[config.mk]
export PLATFORM = sky130hd
export DESIGN_NAME = line_encoder_8b10b
export DESIGN_NICKNAME = d
export VERILOG_FILES = /design/src/rtl/enc8b10b_pkg.sv /design/src/rtl/code_balance.sv /design/src/rtl/enc5b6b.sv /design/src/rtl/enc3b4b.sv /design/src/rtl/line_encoder_8b10b.sv
export SDC_FILE = /design/constraint.sdc
export NUM_CORES = 1
export LEC_CHECK = 0
export BUFFER_PORTS_ARGS = -buffer_cell sky130_fd_sc_hd__buf_4
export CAP_MARGIN = 5
export CORE_ASPECT_RATIO = 0.7
export CORE_MARGIN = 5
export CORE_UTILIZATION = 29
export CTS_CLUSTER_SIZE = 12
export DETAILED_ROUTE_END_ITERATION = 16
export SLEW_MARGIN = 40
export SYNTH_ARGS = -nofsm -noshare
export SYNTH_HDL_FRONTEND = slang
export SYNTH_HIERARCHICAL = 1
export SYNTH_SLANG_ARGS = --single-unit
[constraint.sdc]
create_clock -name clk -period 4.8 [get_ports clk]
set_input_delay 0.48 -clock clk [delete_from_list [all_inputs] [get_ports clk]]
set_output_delay 0.48 -clock clk [all_outputs]
set_load 0.05 [all_outputs]
[src/rtl/enc8b10b_pkg.sv]
package enc8b10b_pkg;
    localparam int BYTE_W = 8;
    localparam int LO_W   = 5;
    localparam int HI_W   = BYTE_W - LO_W;
    localparam int C6_W   = LO_W + 1;
    localparam int C4_W   = HI_W + 1;
    localparam int SYM_W  = C6_W + C4_W;

    typedef enum logic {
        RD_NEG = 1'b0,
        RD_POS = 1'b1
    } rd_t;

    function automatic rd_t rd_toggle(input rd_t r);
        return (r == RD_NEG) ? RD_POS : RD_NEG;
    endfunction
endpackage

[src/rtl/code_balance.sv]
module code_balance #(
    parameter int W = 6
) (
    input  logic [W-1:0] code,
    output logic         neutral
);
    localparam int HALF = W / 2;
    localparam int CW   = $clog2(W + 1);

    logic [CW-1:0] ones;

    always_comb begin
        ones = '0;
        for (int i = 0; i < W; i++) begin
            ones = ones + CW'(code[i]);
        end
        neutral = (ones == CW'(HALF));
    end
endmodule

[src/rtl/enc5b6b.sv]
module enc5b6b
    import enc8b10b_pkg::*;
(
    input  logic [LO_W-1:0] grp,
    input  rd_t             rd_in,
    output logic [C6_W-1:0] code,
    output rd_t             rd_out
);
    logic [C6_W-1:0] base;
    logic            neutral;
    logic            invert;

    always_comb begin
        unique case (grp)
            5'd0:  base = 6'b100111;
            5'd1:  base = 6'b011101;
            5'd2:  base = 6'b101101;
            5'd3:  base = 6'b110001;
            5'd4:  base = 6'b110101;
            5'd5:  base = 6'b101001;
            5'd6:  base = 6'b011001;
            5'd7:  base = 6'b111000;
            5'd8:  base = 6'b111001;
            5'd9:  base = 6'b100101;
            5'd10: base = 6'b010101;
            5'd11: base = 6'b110100;
            5'd12: base = 6'b001101;
            5'd13: base = 6'b101100;
            5'd14: base = 6'b011100;
            5'd15: base = 6'b010111;
            5'd16: base = 6'b011011;
            5'd17: base = 6'b100011;
            5'd18: base = 6'b010011;
            5'd19: base = 6'b110010;
            5'd20: base = 6'b001011;
            5'd21: base = 6'b101010;
            5'd22: base = 6'b011010;
            5'd23: base = 6'b111010;
            5'd24: base = 6'b110011;
            5'd25: base = 6'b100110;
            5'd26: base = 6'b010110;
            5'd27: base = 6'b110110;
            5'd28: base = 6'b001110;
            5'd29: base = 6'b101110;
            5'd30: base = 6'b011110;
            default: base = 6'b101011;
        endcase
    end

    code_balance #(.W(C6_W)) u_bal (
        .code    (base),
        .neutral (neutral)
    );

    always_comb begin
        invert = (rd_in == RD_POS) && (!neutral || (grp == 5'd7));
        code   = invert ? ~base : base;
        rd_out = neutral ? rd_in : rd_toggle(rd_in);
    end
endmodule

[src/rtl/enc3b4b.sv]
module enc3b4b
    import enc8b10b_pkg::*;
(
    input  logic [HI_W-1:0] grp,
    input  logic [LO_W-1:0] lo_grp,
    input  rd_t             rd_in,
    output logic [C4_W-1:0] code,
    output rd_t             rd_out
);
    logic [C4_W-1:0] base;
    logic            neutral;
    logic            use_alt;
    logic            invert;

    always_comb begin
        if (rd_in == RD_NEG) begin
            use_alt = (lo_grp == 5'd17) || (lo_grp == 5'd18) || (lo_grp == 5'd20);
        end else begin
            use_alt = (lo_grp == 5'd11) || (lo_grp == 5'd13) || (lo_grp == 5'd14);
        end
    end

    always_comb begin
        unique case (grp)
            3'd0:    base = 4'b1011;
            3'd1:    base = 4'b1001;
            3'd2:    base = 4'b0101;
            3'd3:    base = 4'b1100;
            3'd4:    base = 4'b1101;
            3'd5:    base = 4'b1010;
            3'd6:    base = 4'b0110;
            default: base = use_alt ? 4'b0111 : 4'b1110;
        endcase
    end

    code_balance #(.W(C4_W)) u_bal (
        .code    (base),
        .neutral (neutral)
    );

    always_comb begin
        invert = (rd_in == RD_POS) && (!neutral || (grp == 3'd3));
        code   = invert ? ~base : base;
        rd_out = neutral ? rd_in : rd_toggle(rd_in);
    end
endmodule

[src/rtl/line_encoder_8b10b.sv]
module line_encoder_8b10b
    import enc8b10b_pkg::*;
(
    input  logic              clk,
    input  logic              rst_n,
    input  logic              in_valid,
    input  logic [BYTE_W-1:0] in_byte,
    output logic              out_valid,
    output logic [SYM_W-1:0]  out_sym
);
    rd_t             rd_q;
    rd_t             rd_mid;
    rd_t             rd_end;
    rd_t             rd_nxt;
    logic [C6_W-1:0] c6;
    logic [C4_W-1:0] c4;

    enc5b6b u_lo (
        .grp    (in_byte[LO_W-1:0]),
        .rd_in  (rd_q),
        .code   (c6),
        .rd_out (rd_mid)
    );

    enc3b4b u_hi (
        .grp    (in_byte[BYTE_W-1:LO_W]),
        .lo_grp (in_byte[LO_W-1:0]),
        .rd_in  (rd_mid),
        .code   (c4),
        .rd_out (rd_end)
    );

    // Transitions: IDLE (no valid byte), HOLD (symbol balanced), FLIP (unbalanced).
    always_comb begin
        rd_nxt = rd_q;
        unique case (rd_q)
            RD_NEG: if (in_valid) rd_nxt = rd_end;
            RD_POS: if (in_valid) rd_nxt = rd_end;
            default: rd_nxt = RD_NEG;
        endcase
    end

    always_ff @(posedge clk or negedge rst_n) begin
        if (!rst_n) begin
            rd_q <= RD_NEG;
        end else begin
            rd_q <= rd_nxt;
        end
    end

    always_ff @(posedge clk or negedge rst_n) begin
        if (!rst_n) begin
            out_valid <= 1'b0;
            out_sym   <= '0;
        end else begin
            out_valid <= in_valid;
            if (in_valid) begin
                out_sym <= {c6, c4};
            end
        end
    end
endmodule

==> impl_metrics.py, run 1 <==
metrics = {
    "pwr": {
        "vdd_ir_drop_max_mv": 0.161,
        "seqPwrFrac_pct": 17.3,
        "finalPower_mw": 1.08,
        "pwr-share-comb_pct": 74.6,
        "p_int_mw": 0.590,
        "sw_frac_of_total_pct": 45.3,
        "power_density_nw_per_um2": 470,
        "power.leakage_nw": 1.05,
        "p_switching_mw": 0.488,
        "p_clk_share_pct": 8.1,
    },
    "synth": {
        "synthTopCellsByArea": "dfrtp_1 20%, mux2_4 9.8%, ha_1 9.0%, xnor2_1 5.7%, fa_1 5.2%",
        "netlist_area_sq_um": 1530,
        "yosysTopAreaCell": "dfrtp_1",
        "synthTopCellsByCount": "19 x inv_1, 12 x dfrtp_1, 11 x ha_1",
        "yosys_warnings": 6,
        "synth_edf_count": 0,
        "synth_top_flop_cell": "dfrtp_1",
        "synth_top_area_share_pct": 19.6,
        "synth-async-reset-ratio_pct": 100,
        "synth_nets": 190,
        "syn_area_per_cell_sq_um": 9.35,
        "synth_seq_cells": 12,
        "yosysMostFrequentCell": "inv_1",
        "ys_types": 53,
        "ys_seq_area_share_pct": 19.6,
        "synthCells": 164,
    },
    "routing": {
        "num_vias": 1330,
        "drt_iter0_markers": 82,
        "post-route-drc-count": 0,
        "firstDrtPassIters": 4,
        "routed_wl_mm": 3.49,
        "via_per_inst": 4.51,
        "ant_nets": 0,
        "routedWlPerCell_um": 11.8,
    },
    "floorplan": {
        "die_height_um": 70.8,
        "dieWidth_um": 96.9,
        "die-area_sq_um": 6860,
        "pin_count": 22,
        "initial_core_util_pct": 29.6,
        "row_count": 22,
        "coreArea_sq_um": 5170,
    },
    "clocking": {
        "cts-root-buf": "clkbuf_8",
        "clockBufferDepth": 2,
        "cts.sinks": 12,
        "clk_pin_slew_worst_paths_ns": 0.05,
        "cts-htree-levels": 1,
        "clk_latency_ns": 0.24,
        "cts.hold.buffers_added": 0,
        "numCtsBuffers": 3,
        "cts_tree": "built",
    },
    "timing": {
        "worstMarginPinSlew_ns": 0.351,
        "setup_slack_ns": -1.61,
        "finalCritPeriodShare_pct": 134,
        "timing.final.crit_period_ns": 6.41,
        "drv_slew": 0,
        "setup-violations-final": 5,
        "setup_tns_ns": -7.34,
        "fmax_mhz": 156,
        "slew_headroom_pct": 76.6,
        "finalClockSkew_ns": 0.00237,
        "hold_viol": 0,
        "rsz0062_at_grt": "true",
    },
    "place": {
        "place.gp.congestion": 0.816,
        "post-place-ws_ns": -2.05,
        "portBuffers": 21,
        "hpwl_mm": 2.73,
    },
    "cells_and_area": {
        "utilization_pct": 44.3,
        "drive_gt1_share_pct": 51.6,
        "area_delta_synth_final_pct": 49.6,
        "diodes": 0,
        "layout.nets": 251,
        "fill_cells": 498,
    },
    "global_routing": {
        "grt_overflow": 0,
        "grt_pass1_wl_mm": 5.94,
        "antenna_found_initial": 0,
        "track_usage_pct": 10.3,
        "grt_max_degree": 13,
        "first_global_vias": 1288,
    },
    "critical_path": {
        "timing.rr.end": "out_sym[0]",
        "critPathLaunchType": "input port",
        "startpoint": "in_byte[1]",
        "ff2ff_setup_slack_ns": 0.90,
        "required_ns": 4.92,
        "crit_fanout": 7,
        "crit_end": "out_sym[0]",
        "r2r_cells": 15,
        "critPathArrivalTime_ns": 6.53,
        "end_kind": "register",
        "worstSetupPathType": "input port to register",
    },
    "worst_hold_path": {
        "hp-class": "input port to asynchronous set/reset pin",
    },
    "run_status": {
        "violations": "setup timing",
        "status": "complete, but fails checks",
    },
    "flow_run": {
        "maxCapViolations": 0,
    },
}
## metrics by stage
step / hold WS [ns] / instances / cell area [sq um]
final: 0.0682 / 295 / 2290
after detailed placement: 0.328 / 285 / 2070
after global routing: 0.0749 / 295 / 2290
after CTS: 0.0675 / 294 / 2250
after global placement: 0.323 / 285 / 2070
after floorplan: 0.184 / 164 / 1640
## logic make-up (layout without fill, tap and decap cells)
kind of cell / count (synthesis) / count (layout) / synth area share (%)
simple gates: 46 / 46 / 17.2
compound gates: 34 / 34 / 18.0
buf+inv: 28 / 87 / 9.63
fa+ha+maj: 16 / 16 / 14.9
mux: 16 / 16 / 13.9
xor+xnor: 12 / 12 / 6.86
flops: 12 / 12 / 19.6
## power groups by stage
stage	Sequential [mW]	Combinational [mW]	Clock (mW)
2_1_floorplan	0.334	0.374	0
3_3_place_gp	0.185	0.729	0
3_5_place_dp	0.184	0.739	0
4_1_cts	0.188	0.799	0.0919
5_1_grt	0.194	0.865	0.0969
6_report	0.187	0.804	0.0875
## worst min-delay path by stage
stage                from  slack, ns  cells after the start                         end
floorplan           rst_n       0.18                      0  asynchronous set/reset pin
global placement    rst_n       0.32                      1                  out_sym[6]
detailed placement  rst_n       0.33                      1                  out_sym[6]
CTS                 rst_n       0.07                      1                  out_sym[6]
global route        rst_n       0.07                      1                  out_sym[6]
finish              rst_n       0.07                      1                  out_sym[6]
## registers in the layout (all words and copies together) (netlist names), named ones only
| name | cells |
|---|---|
| out_sym | 10 |
| out_valid | 1 |
## cell type report
class	instances	area [sq um]	area share, %
well taps	72	90.1	3.93
multi-input cells	124	1250	54.7
flip-flops and latches	12	300	13.1
inverters	19	91.3	3.98
repair buffers	65	517	22.5
clock buffers	3	41.3	1.80
## per-layer routing
layer,up-vias,track usage (%),wire length [um]
met4,0,3.27,29
met5,-,0,0
li1,688,-,-
met1,615,14.6,1820
met2,23,16.1,1500
met3,4,1.48,143
## critical path, cell delays in order
cell and delay [ns]:
buf_12 0.12, ha_4 0.15, nor2b_4 0.12, a211o_1 0.26, a31oi_4 0.20, inv_2 0.05, fa_1 0.50, fa_1 0.41
inv_1 0.06, ha_2 0.16, inv_2 0.03, fa_1 0.46, and3b_2 0.25, xnor2_4 0.22, nand3b_1 0.11, or3_4 0.34
and3_4 0.17, o31ai_4 0.21, inv_1 0.07, fa_1 0.47, inv_1 0.05, ha_2 0.17, ha_4 0.25, nor3b_4 0.32
nor3_1 0.09, a211o_1 0.31, a211o_1 0.23, mux2_4 0.25
## layout by cell type (no fill, tap or decap), types with 2 or more instances in the layout
cell type / instances
mux2_4: 10
a211oi_1: 2
buf_12: 2
inv_2: 3
buf_4: 62
xnor2_1: 8
mux2i_1: 3
clkbuf_8: 3
ha_2: 2
dfrtp_1: 12
nand2_1: 10
nor2_1: 7
o21ai_1: 3
nor2b_1: 3
ha_1: 5
fa_1: 4
nand3_1: 2
a21oi_1: 6
nor3_1: 2
nand2b_1: 6
xor2_1: 2
a211o_1: 3
inv_1: 14
o21ai_2: 2
o21ai_0: 2
a21o_1: 2
ha_4: 4
## timing repair
| action | CTS | global route |
|---|---|---|
| setup endpoints to repair | 5 | 5 |
| setup buffers | 6 | 2 |
| pin swaps | 7 | 2 |
| resized for setup | 21 | 6 |
| cloned | 0 | 0 |
(Power assumes the default switching activity.)
==> run 2, diff against run 1 <==
--- a/config.mk
+++ b/config.mk
@@ -15,5 +15,4 @@
 export SLEW_MARGIN = 40
 export SYNTH_ARGS = -nofsm -noshare
 export SYNTH_HDL_FRONTEND = slang
-export SYNTH_HIERARCHICAL = 1
 export SYNTH_SLANG_ARGS = --single-unit
==> run 2 against run 1 <==
Compared with the run above: the flow still finishes with violations (setup timing); highest routed layer is now met3; critical endpoint unchanged; maximum frequency increased by 14%; flip-flop and latch count did not move; register-to-register slack improved by 0.83 ns; hold slack worse by 0.0046 ns; combinational power decreased by 17%.
==> impl_metrics.py, run 2 <==
metrics = {
    "run_status": {
        "status": "complete, but fails checks",
        "violations": "setup timing",
    },
    "clocking": {
        "clk_pin_slew_worst_paths_ns": 0.06,
        "cts-root-buf": "clkbuf_8",
        "cts.hold.buffers_added": 0,
        "clk_latency_ns": 0.24,
        "cts.sinks": 12,
        "cts-htree-levels": 1,
        "numCtsBuffers": 3,
        "clockBufferDepth": 2,
        "cts_tree": "built",
    },
    "routing": {
        "post-route-drc-count": 0,
        "drt_iter0_markers": 57,
        "routedWlPerCell_um": 12.4,
        "routed_wl_mm": 3.13,
        "ant_nets": 0,
        "via_per_inst": 4.75,
        "num_vias": 1196,
        "firstDrtPassIters": 4,
    },
    "timing": {
        "setup-violations-final": 5,
        "finalClockSkew_ns": 0.00320,
        "worstMarginPinSlew_ns": 0.415,
        "finalCritPeriodShare_pct": 117,
        "finalHoldWorstSlack_ns": 0.0636,
        "hold_viol": 0,
        "rsz0062_at_grt": "true",
        "slew_headroom_pct": 72.4,
        "setup_slack_ns": -0.811,
        "timing.final.crit_period_ns": 5.61,
        "setup_tns_ns": -3.73,
        "fmax_mhz": 178,
        "drv_slew": 0,
    },
    "place": {
        "dp.cells": 243,
        "post-place-ws_ns": -1.15,
        "place.gp.congestion": 0.818,
        "hpwl_mm": 2.48,
        "dpl_cell_area_sq_um": 1810,
        "portBuffers": 21,
    },
    "floorplan": {
        "coreArea_sq_um": 4400,
        "row_count": 20,
        "dieWidth_um": 91.1,
        "pin_count": 22,
        "die-area_sq_um": 6080,
        "initial_core_util_pct": 30.3,
        "die_height_um": 66.8,
    },
    "synth": {
        "synthTopCellsByCount": "12 x dfrtp_1, 12 x nand2_1, 11 x ha_1",
        "synthTopCellsByArea": "dfrtp_1 22%, ha_1 10%, fa_1 6.0%, mux2_2 5.1%, xnor2_1 4.6%",
        "synth_top_flop_cell": "dfrtp_1",
        "synth_seq_cells": 12,
        "yosys_warnings": 0,
        "netlist_area_sq_um": 1340,
        "synthCells": 142,
        "yosysTopAreaCell": "dfrtp_1",
        "synth-async-reset-ratio_pct": 100,
        "ys_types": 48,
        "synth_nets": 168,
        "synth_top_area_share_pct": 22.5,
        "syn_area_per_cell_sq_um": 9.40,
        "synth_edf_count": 0,
        "ys_seq_area_share_pct": 22.5,
    },
    "cells_and_area": {
        "layout_commonest_cell": "buf_4",
        "regMostFlops": "out_sym",
        "drive_gt1_share_pct": 51.3,
        "final_cell_mix": "57 x buf_4, 12 x nand2_1, 12 x dfrtp_1",
        "area_delta_synth_final_pct": 50.1,
        "layoutNonFillerInstCount": 252,
        "utilization_pct": 45.5,
        "fill_cells": 435,
        "diodes": 0,
        "design_area_sq_um": 2000,
        "top_regs": "out_sym (10), out_valid (1)",
        "largest_register_ff_count": 10,
        "layout.nets": 224,
    },
    "global_routing": {
        "grt_max_degree": 19,
        "first_global_vias": 1168,
        "antenna_found_initial": 0,
        "track_usage_pct": 10.9,
        "grt_pass1_wl_mm": 5.43,
        "grt_overflow": 0,
    },
    "pwr": {
        "power_density_nw_per_um2": 481,
        "vdd_ir_drop_max_mv": 0.316,
        "finalPower_mw": 0.964,
        "power.leakage_nw": 0.922,
    },
    "critical_path": {
        "crit_fanout": 6,
        "worstSetupPathType": "input port to register",
        "timing.rr.end": "out_sym[0]",
        "ff2ff_setup_slack_ns": 1.73,
        "critPathArrivalTime_ns": 5.80,
        "critPathLaunchType": "input port",
        "r2r_cells": 11,
        "end_kind": "register",
        "required_ns": 4.98,
    },
    "flow_run": {
        "maxCapViolations": 0,
    },
    "worst_hold_path": {
        "hp-class": "input port to asynchronous set/reset pin",
    },
}
run 2: cell count changes in the layout (fill, tap and decap cells not counted), sizes merged, moves of 3 or more:
cell    delta
buf        -6
inv       -10
mux2       -5
xor2       +3
nor2b      -3
nand2b     -3
xnor2      -3
nor2       +3
run 2: how the worst max path moves through the flow:
stage                          start         end  slack, ns  depth (start not counted)
after floorplan           in_byte[1]  out_sym[0]      -1.05                         24
after global placement    in_byte[1]  out_sym[0]      -1.08                         25
after detailed placement  in_byte[1]  out_sym[0]      -1.15                         24
after CTS                 in_byte[1]  out_sym[0]      -0.82                         25
after global routing      in_byte[1]  out_sym[0]      -1.02                         24
final                     in_byte[1]  out_sym[0]      -0.81                         24
run 2: cell families after synthesis:
group	Yosys count	synth area share [%]
multiplexers	13	11.3
AND/OR/NAND/NOR	43	18.2
adder cells (fa/ha/maj)	15	16.3
buffers and inverters	18	6.65
flip-flops	12	22.5
XOR/XNOR	12	8.44
AO/OA/AOI/OAI	29	16.6
run 2: power by group:
part / internal, mW / switching, mW / total (mW)
combinational: 0.305 / 0.366 / 0.670
sequential: 0.149 / 0.0324 / 0.182
clock: 0.0726 / 0.0393 / 0.112
total: 0.526 / 0.438 / 0.964
run 2: layout make-up:
class	count	area, sq um	area share [%]
multi-input combinational	112	1080	54.1
inverter	10	41.3	2.06
timing repair buffer	59	454	22.7
tap	55	68.8	3.43
sequential	12	300	15.0
clock buffer	4	55.1	2.75
run 2: worst max-delay path: stages:
cell	delay [ns]
buf_8	0.08
clkinvlp_4	0.10
ha_4	0.18
a211o_1	0.26
a31o_4	0.24
fa_1	0.54
inv_2	0.04
fa_1	0.52
inv_1	0.04
ha_2	0.17
inv_2	0.05
fa_1	0.39
nand3b_4	0.20
xor2_4	0.20
mux2_4	0.34
o21ai_4	0.13
fa_1	0.41
ha_2	0.21
ha_4	0.26
nor3b_4	0.18
o21ai_1	0.11
and2_4	0.17
or4_4	0.41
nand3_2	0.06
run 2: what timing repair did:
item | CTS | global route
setup endpoints to repair | 5 | 5
pin swaps | 5 | 4
gates resized for setup | 12 | 10
setup buffers | 3 | 2
run 2: metal layers:
| metal | track usage, % | share of wire (%) | vias to the layer above |
|---|---|---|---|
| met1 | 15.9 | 50 | 564 |
| met5 | 0 | 0 | - |
| li1 | - | - | 602 |
| met3 | 3.27 | 5.8 | 0 |
| met2 | 16.0 | 44 | 30 |
| met4 | 1.47 | 0 | 0 |
